### config.mk
export PLATFORM = sky130hd
export DESIGN_NAME = op2_shifter
export DESIGN_NICKNAME = d
export VERILOG_FILES = /design/src/rtl/op2_pkg.sv /design/src/rtl/op2_rotr.sv /design/src/rtl/op2_amt_norm.sv /design/src/rtl/op2_reg_shift.sv /design/src/rtl/op2_shifter.sv
export SDC_FILE = /design/constraint.sdc
export NUM_CORES = 1
export LEC_CHECK = 0
export ABC_AREA = 1
export BUFFER_PORTS_ARGS = -buffer_cell sky130_fd_sc_hd__clkbuf_2
export CELL_PAD_IN_SITES_DETAIL_PLACEMENT = 2
export CELL_PAD_IN_SITES_GLOBAL_PLACEMENT = 2
export CORE_MARGIN = 2
export CORE_UTILIZATION = 29
export DETAILED_ROUTE_END_ITERATION = 8
export PLACE_DENSITY_LB_ADDON = 0.25
export REMOVE_ABC_BUFFERS = 1
export SYNTH_ARGS = -nofsm -noshare
export SYNTH_HDL_FRONTEND = slang
export SYNTH_SLANG_ARGS = --single-unit
export TNS_END_PERCENT = 10
### constraint.sdc
create_clock -name clk -period 0.8 [get_ports clk]
set_input_delay 0.04 -clock clk [delete_from_list [all_inputs] [get_ports clk]]
set_output_delay 0.04 -clock clk [all_outputs]
set_load 0.01 [all_outputs]
### src/rtl/op2_pkg.sv
package op2_pkg;
    localparam int unsigned OP_W = 32;

    typedef enum logic [1:0] {
        SK_LSL = 2'b00,
        SK_LSR = 2'b01,
        SK_ASR = 2'b10,
        SK_ROR = 2'b11
    } shift_kind_e;

    typedef struct packed {
        logic [OP_W-1:0] operand;
        logic            carry;
        logic            shifted;
    } op2_out_t;
endpackage

### src/rtl/op2_rotr.sv
module op2_rotr #(
    parameter int unsigned W  = 32,
    parameter int unsigned SW = 5
) (
    input  logic [W-1:0]  din,
    input  logic [SW-1:0] amt,
    output logic [W-1:0]  dout
);
    logic [2*W-1:0] dbl;

    always_comb begin
        dbl  = {din, din} >> amt;
        dout = dbl[W-1:0];
    end
endmodule

### src/rtl/op2_amt_norm.sv
module op2_amt_norm
    import op2_pkg::*;
#(
    parameter int unsigned DATA_W = 32,
    parameter int unsigned SH_W   = 5,
    parameter int unsigned AMT_W  = 8,
    parameter int unsigned EA_W   = 9
) (
    input  shift_kind_e       kind,
    input  logic              from_reg,
    input  logic [SH_W-1:0]   amt_field,
    input  logic [AMT_W-1:0]  amt_byte,
    output logic [EA_W-1:0]   eff_amt,
    output logic              is_rrx,
    output logic              is_pass
);
    localparam logic [EA_W-1:0] FULL_AMT = EA_W'(DATA_W);

    always_comb begin
        eff_amt = '0;
        is_rrx  = 1'b0;
        is_pass = 1'b0;
        if (from_reg) begin
            eff_amt = EA_W'(amt_byte);
            is_pass = (amt_byte == '0);
        end else if (amt_field == '0) begin
            unique case (kind)
                SK_LSL: is_pass = 1'b1;
                SK_LSR,
                SK_ASR: eff_amt = FULL_AMT;
                SK_ROR: begin
                    is_rrx  = 1'b1;
                    eff_amt = EA_W'(1);
                end
                default: is_pass = 1'b1;
            endcase
        end else begin
            eff_amt = EA_W'(amt_field);
        end
    end
endmodule

### src/rtl/op2_reg_shift.sv
module op2_reg_shift
    import op2_pkg::*;
#(
    parameter int unsigned W    = 32,
    parameter int unsigned SH_W = 5,
    parameter int unsigned EA_W = 9
) (
    input  logic [W-1:0]    value,
    input  shift_kind_e     kind,
    input  logic [EA_W-1:0] eff_amt,
    input  logic            is_rrx,
    input  logic            is_pass,
    input  logic            cin,
    output logic [W-1:0]    res,
    output logic            cout,
    output logic            applied
);
    localparam logic [EA_W-1:0] FULL_AMT = EA_W'(W);

    logic [W:0]        left_w;
    logic [W:0]        right_w;
    logic [W:0]        asr_w;
    logic [EA_W-1:0]   asr_amt;
    logic [W-1:0]      rot_res;

    op2_rotr #(.W(W), .SW(SH_W)) u_rot (
        .din  (value),
        .amt  (eff_amt[SH_W-1:0]),
        .dout (rot_res)
    );

    always_comb begin
        left_w  = {1'b0, value} << eff_amt;
        right_w = {value, 1'b0} >> eff_amt;
        asr_amt = (eff_amt > FULL_AMT) ? FULL_AMT : eff_amt;
        asr_w   = $signed({value, 1'b0}) >>> asr_amt;
    end

    always_comb begin
        res     = value;
        cout    = cin;
        applied = 1'b0;
        if (is_rrx) begin
            res     = {cin, value[W-1:1]};
            cout    = value[0];
            applied = 1'b1;
        end else if (!is_pass) begin
            applied = 1'b1;
            unique case (kind)
                SK_LSL: begin
                    res  = left_w[W-1:0];
                    cout = left_w[W];
                end
                SK_LSR: begin
                    res  = right_w[W:1];
                    cout = right_w[0];
                end
                SK_ASR: begin
                    res  = asr_w[W:1];
                    cout = asr_w[0];
                end
                SK_ROR: begin
                    res  = rot_res;
                    cout = rot_res[W-1];
                end
                default: begin
                    res  = value;
                    cout = cin;
                end
            endcase
        end
    end
endmodule

### src/rtl/op2_shifter.sv
module op2_shifter
    import op2_pkg::*;
#(
    parameter int unsigned DATA_W = op2_pkg::OP_W,
    parameter int unsigned IMM_W  = 8,
    parameter int unsigned ROT_W  = 4,
    parameter int unsigned AMT_W  = 8
) (
    input  logic                       clk,
    input  logic                       rst_n,
    input  logic                       use_imm,
    input  logic [IMM_W-1:0]           imm_val,
    input  logic [ROT_W-1:0]           imm_rot,
    input  logic [DATA_W-1:0]          reg_val,
    input  logic [1:0]                 shift_kind,
    input  logic                       amt_from_reg,
    input  logic [$clog2(DATA_W)-1:0]  amt_imm,
    input  logic [DATA_W-1:0]          amt_reg,
    input  logic                       carry_in,
    output logic [DATA_W-1:0]          operand,
    output logic                       carry_out,
    output logic                       shifted
);
    localparam int unsigned SH_W = $clog2(DATA_W);
    localparam int unsigned EA_W = AMT_W + 1;

    shift_kind_e        kind;
    logic [DATA_W-1:0]  imm_ext;
    logic [SH_W-1:0]    imm_amt;
    logic [DATA_W-1:0]  imm_res;
    logic [EA_W-1:0]    eff_amt;
    logic               is_rrx;
    logic               is_pass;
    logic [DATA_W-1:0]  sh_res;
    logic               sh_cout;
    logic               sh_applied;
    op2_out_t           out_d;
    op2_out_t           out_q;

    assign kind    = shift_kind_e'(shift_kind);
    assign imm_ext = DATA_W'(imm_val);
    assign imm_amt = SH_W'({imm_rot, 1'b0});

    op2_rotr #(.W(DATA_W), .SW(SH_W)) u_imm_rot (
        .din  (imm_ext),
        .amt  (imm_amt),
        .dout (imm_res)
    );

    op2_amt_norm #(.DATA_W(DATA_W), .SH_W(SH_W), .AMT_W(AMT_W), .EA_W(EA_W)) u_norm (
        .kind      (kind),
        .from_reg  (amt_from_reg),
        .amt_field (amt_imm),
        .amt_byte  (amt_reg[AMT_W-1:0]),
        .eff_amt   (eff_amt),
        .is_rrx    (is_rrx),
        .is_pass   (is_pass)
    );

    op2_reg_shift #(.W(DATA_W), .SH_W(SH_W), .EA_W(EA_W)) u_shift (
        .value   (reg_val),
        .kind    (kind),
        .eff_amt (eff_amt),
        .is_rrx  (is_rrx),
        .is_pass (is_pass),
        .cin     (carry_in),
        .res     (sh_res),
        .cout    (sh_cout),
        .applied (sh_applied)
    );

    always_comb begin
        out_d = '0;
        if (use_imm) begin
            out_d.operand = imm_res;
            out_d.shifted = (imm_rot != '0);
            out_d.carry   = out_d.shifted ? imm_res[DATA_W-1] : carry_in;
        end else begin
            out_d.operand = sh_res;
            out_d.carry   = sh_cout;
            out_d.shifted = sh_applied;
        end
    end

    always_ff @(posedge clk or negedge rst_n) begin
        if (!rst_n) begin
            out_q <= '0;
        end else begin
            out_q <= out_d;
        end
    end

    assign operand   = out_q.operand;
    assign carry_out = out_q.carry;
    assign shifted   = out_q.shifted;

    AST_IMM_ROT_CARRY: assert property (@(posedge clk) disable iff (!rst_n)
        (use_imm && imm_rot != '0) |=> (carry_out == operand[DATA_W-1]) && shifted);

    AST_IMM_NO_ROT: assert property (@(posedge clk) disable iff (!rst_n)
        (use_imm && imm_rot == '0) |=>
            (operand == DATA_W'($past(imm_val))) && (carry_out == $past(carry_in)) && !shifted);

    AST_REG_ZERO_PASS: assert property (@(posedge clk) disable iff (!rst_n)
        (!use_imm && amt_from_reg && amt_reg[AMT_W-1:0] == '0) |=>
            (operand == $past(reg_val)) && (carry_out == $past(carry_in)) && !shifted);

    AST_RRX_FORM: assert property (@(posedge clk) disable iff (!rst_n)
        (!use_imm && !amt_from_reg && shift_kind == 2'b11 && amt_imm == '0) |=>
            (operand[DATA_W-1] == $past(carry_in)) && (carry_out == $past(reg_val[0])));

    AST_LOGIC_BEYOND: assert property (@(posedge clk) disable iff (!rst_n)
        (!use_imm && amt_from_reg && shift_kind[1] == 1'b0 &&
         amt_reg[AMT_W-1:0] > AMT_W'(DATA_W)) |=> (operand == '0) && !carry_out);

    AST_ASR_FILL: assert property (@(posedge clk) disable iff (!rst_n)
        (!use_imm && amt_from_reg && shift_kind == 2'b10 &&
         amt_reg[AMT_W-1:0] >= AMT_W'(DATA_W)) |=>
            (operand == {DATA_W{$past(reg_val[DATA_W-1])}}) &&
            (carry_out == $past(reg_val[DATA_W-1])));
endmodule

==> results.sh, run 1 <==
export IMPL_cts_buffers=5
export IMPL_cts_buffer_depth=2
export IMPL_synthCells=1970
export IMPL_synthArstFlopShare_pct=100
export IMPL_portBuffers=97
export IMPL_row_count=66
export IMPL_status="aborted with a tool error"
export IMPL_htreeDepth=2
export IMPL_error="[ERROR DPL-0033] detailed placement checks failed during check placement."
export IMPL_lastStage="clock tree synthesis"
export IMPL_place_ws_ns=-2.64
export IMPL_gp_congestion=1.03
export IMPL_synth_seq_cells=34
export IMPL_ys_warn_count=0
export IMPL_holdBufCountCts=1
export IMPL_clkSinkCount=34
export IMPL_ys_flop_type="dfrtp_1"
export IMPL_io_pins=122
export IMPL_synth_edf_count=0
export IMPL_cts_setup_buffers=35
export IMPL_die_height_microns=186
export IMPL_synth_cell_area_sq_mm=0.00957
export IMPL_initial_utilization_pct=29.4
export IMPL_synth_seq_area_share_pct=8.89
export IMPL_hpwl_microns=64000
export IMPL_die_w_microns=186
export IMPL_cts_root_buf="clkbuf_16"
export IMPL_syn_mean_instance_area_sq_um=4.86
export IMPL_cts_repair_resized=391
export IMPL_synth_cell_type_count=48
stage by stage:
step	area (sq um)	TNS, ns	util (%)	cells	hold slack (ns)
after detailed placement	13700	-82.65	42.0	2819	-0.0496
after floorplan	8960	-96.83	-	1845	-0.256
after global placement	13700	-72.73	42.0	2819	-0.0822
Yosys cell counts (2+ instances only):
cell      count  area [sq um]
dfrtp_1      34           851
o21ai_1      87           435
o21ai_2       4          35.0
o211ai_1     27           203
nor2_1      103           387
buf_2        35           175
clkbuf_1     51           191
clkinv_1      4          15.0
nand2_1     836          3140
or2_1        11          68.8
o22ai_1       4          25.0
a31oi_1      10          62.6
buf_6         9           101
buf_4         9          67.6
inv_2        13          48.8
nor3_1        3          15.0
a21oi_1      51           255
inv_1       138           518
nor2_2        5          31.3
a22o_1        8          70.1
nand4_1      12          75.1
nand2_4       2          22.5
nor2_4        6          67.6
nand2_2       6          37.5
a32o_1        2          20.0
mux2i_1       7          70.1
a21boi_1      6          45.0
nand3_1     295          1480
o21a_1        4          30.0
a21o_1        2          15.0
ha_1          6          75.1
o21ai_0     143           716
o32ai_1       2          17.5
buf_1        20          75.1
or2_2         2          12.5
kinds of logic after synthesis:
kind of cell	Yosys count	share of synthesized area [%]
AND/OR/NAND/NOR	1286	56.3
AO/OA/AOI/OAI	356	20.7
buffers and inverters	281	12.6
flip-flops	34	8.89
multiplexers	7	0.732
adder cells (fa/ha/maj)	6	0.784
==> run 2, diff against run 1 <==
- CELL_PAD_IN_SITES_DETAIL_PLACEMENT: 2 -> unset
- CELL_PAD_IN_SITES_GLOBAL_PLACEMENT: 2 -> unset
- CORE_UTILIZATION: 29 -> 35
- PLACE_DENSITY_LB_ADDON: 0.25 -> 0.15
==> results.sh, run 2 <==
export IMPL_status="complete, but fails checks"
export IMPL_violations="setup timing"
export IMPL_seqPwrFrac_pct=11.3
export IMPL_critical_path_max_stage_delay_ns=0.22
export IMPL_crit_fanout=8
export IMPL_critPathLaunchType="input pin"
export IMPL_instances_no_fill=2749
export IMPL_p_int_w=0.00877
export IMPL_antenna_found_initial=0
export IMPL_hold_viol=0
export IMPL_finalSetupViolCount=56
export IMPL_syn_mean_instance_area_sq_um=4.86
export IMPL_final_common_cell="nand2_1"
export IMPL_die_area_sq_mm=0.0287
export IMPL_largest_reg_flops=32
export IMPL_worst_slack_ns=-1.78
export IMPL_viasPerCell=5.72
export IMPL_clkSinkCount=34
export IMPL_synth_seq_cells=34
export IMPL_row_count=60
export IMPL_cp_arrival_ns=2.80
export IMPL_p_comb_share_pct=73.5
export IMPL_synthArstFlopShare_pct=100
export IMPL_slowest_stage="o211ai_1"
export IMPL_drt_first_pass_iters=8
export IMPL_ys_flop_type="dfrtp_1"
export IMPL_layout_common_cells="737 x nand2_1, 389 x buf_4, 220 x nand3_1"
export IMPL_rsz0062_at_grt="yes"
export IMPL_cellPowerDensity_mw_per_mm2=1130
export IMPL_io_pins=122
export IMPL_synthCells=1970
export IMPL_ys_warn_count=0
export IMPL_cts_root_buf="clkbuf_16"
export IMPL_criticalPathCategory="in -> reg"
export IMPL_synth_most_common_cell="nand2_1"
export IMPL_nets=2501
export IMPL_ir_drop_uv=838
export IMPL_post_route_min_period_ns=2.58
export IMPL_htreeDepth=2
export IMPL_post_drt_wl_per_cell_microns=21.9
export IMPL_cts_buffers=5
export IMPL_drive_above_1_share_pct=36.6
export IMPL_core_area_sq_mm=0.0269
export IMPL_power_switching_w=0.00871
export IMPL_yosys_top_cells_count="836 x nand2_1, 295 x nand3_1, 143 x o21ai_0"
export IMPL_placed_area_sq_mm=0.0134
export IMPL_vias=15700
export IMPL_synth_cell_type_count=48
export IMPL_period_share_pct=323
export IMPL_die_height_microns=169
export IMPL_synth_area_top_cells="nand2_1 33%, nand3_1 15%, dfrtp_1 8.9%"
export IMPL_drt_iter0_drc=2036
export IMPL_yosysTopAreaCellShare_pct=32.8
export IMPL_drc_errors=0
export IMPL_grt_total_usage_pct=40.0
export IMPL_placedCellCount=2709
export IMPL_tritoncts="done"
export IMPL_power_leakage_nw=8.24
export IMPL_wirelength_microns=60300
export IMPL_die_w_microns=169
export IMPL_hp_start="carry_in"
export IMPL_end_kind="flip-flop"
export IMPL_grt_max_degree=61
export IMPL_synth_cell_area_sq_mm=0.00957
export IMPL_hold_slack_ns=0.0304
export IMPL_hold_path_class="in -> reg"
export IMPL_grt_overflow=0
export IMPL_finalMaxSlewViolations=0
export IMPL_setup_tns_ns=-56.64
export IMPL_synth_edf_count=0
export IMPL_diodes=0
export IMPL_path_clk_slew_ns=0.06
export IMPL_min_path_cells=3
export IMPL_grt_first_pass_wirelength_microns=87000
export IMPL_fmax_ghz=0.387
export IMPL_cts_buffer_depth=2
export IMPL_ant_nets=0
export IMPL_worst_pin_slew_ns=0.585
export IMPL_initial_utilization_pct=35.6
export IMPL_syn_to_final_growth_pct=61.6
export IMPL_min_to="carry_out"
export IMPL_clkPwrFrac_pct=15.2
export IMPL_synth_largest_area_cell="nand2_1"
export IMPL_cp_common_cell="nand2_1"
export IMPL_slew_headroom_pct=61.0
export IMPL_gp_congestion=1.06
export IMPL_hpwl_microns=47200
export IMPL_required_ns=1.02
export IMPL_grt_pass1_vias=14400
export IMPL_portBuffers=97
export IMPL_drv_cap=0
export IMPL_p_sw_share_pct=49.8
export IMPL_synth_seq_area_share_pct=8.89
export IMPL_finalInstanceArea_sq_mm=0.0155
==> run 2: cell counts after synthesis <==
No cell type changed its count.
==> run 2: how the worst max path moves through the flow <==
stage                        from          end  slack (ns)  cells after the start
CTS                 shift_kind[0]   operand[3]       -1.72                     26
finish              shift_kind[1]  operand[24]       -1.78                     26
global placement    shift_kind[0]  operand[20]       -2.19                     29
detailed placement  shift_kind[0]  operand[23]       -2.17                     23
global route        shift_kind[1]  operand[23]       -1.91                     26
floorplan            amt_from_reg  operand[10]       -3.02                     18
==> run 2: routing by layer <==
metal,vias up,track usage [%],wire [microns]
met5,-,0,0
met4,0,18.7,4020
met3,199,5.57,5840
met2,949,63.0,25700
met1,7255,54.0,24700
li1,7311,-,-
==> run 2: layout make-up <==
type	count	area, sq um
Fill cell	2833	11400
Multi-Input combinational cell	1657	8770
Timing Repair Buffer	553	4630
Sequential cell	34	851
Inverter	156	598
Tap cell	341	427
Clock buffer	5	125
Clock inverter	3	68.8
==> run 2: power by group through the flow <==
| stage | sequential (W) | combinational [W] | clock, W |
|---|---|---|---|
| floorplan | 0.00209 | 0.00505 | 0 |
| global placement | 0.00200 | 0.0107 | 0 |
| detailed placement | 0.00201 | 0.0107 | 0 |
| CTS | 0.00197 | 0.0114 | 0.00266 |
| global route | 0.00199 | 0.0137 | 0.00273 |
| finish | 0.00198 | 0.0128 | 0.00266 |
==> run 2: repair_timing <==
item                       in CTS  in global routing
buffers inserted               11                 14
cloned                          4                  6
hold buffers                    1                  0
hold endpoints to repair       34                  0
resized for setup             128                251
pin swaps                      29                 77
setup endpoints to repair      64                 68
==> run 2: metrics by stage <==
step	worst slack, ns	power (W)	utilization, %
3_5_place_dp	-2.17	0.0127	50.0
4_1_cts	-1.72	0.0160	53.2
5_1_grt	-1.91	0.0184	57.6
6_report	-1.78	0.0175	57.6
2_1_floorplan	-3.02	0.00714	-
3_3_place_gp	-2.19	0.0127	50.0
==> run 2: cells by family (layout without fill, tap and decap cells) <==
group,Yosys count,count (layout),share of synthesized area (%)
compound gates,356,356,20.7
simple gates,1286,1288,56.3
mux,7,7,0.732
fa+ha+maj,6,6,0.784
flops,34,34,8.89
buf+inv,281,717,12.6
==> run 2: worst max-delay path: cells and delay by family <==
kind,cells,cell delay [ns]
muxes,1,0.08
adders and majority gates,1,0.12
AOI/OAI and AO/OA,2,0.35
buffers and inverters,8,1.00
and+or+nand+nor,14,1.20
(Power assumes the default switching activity.)
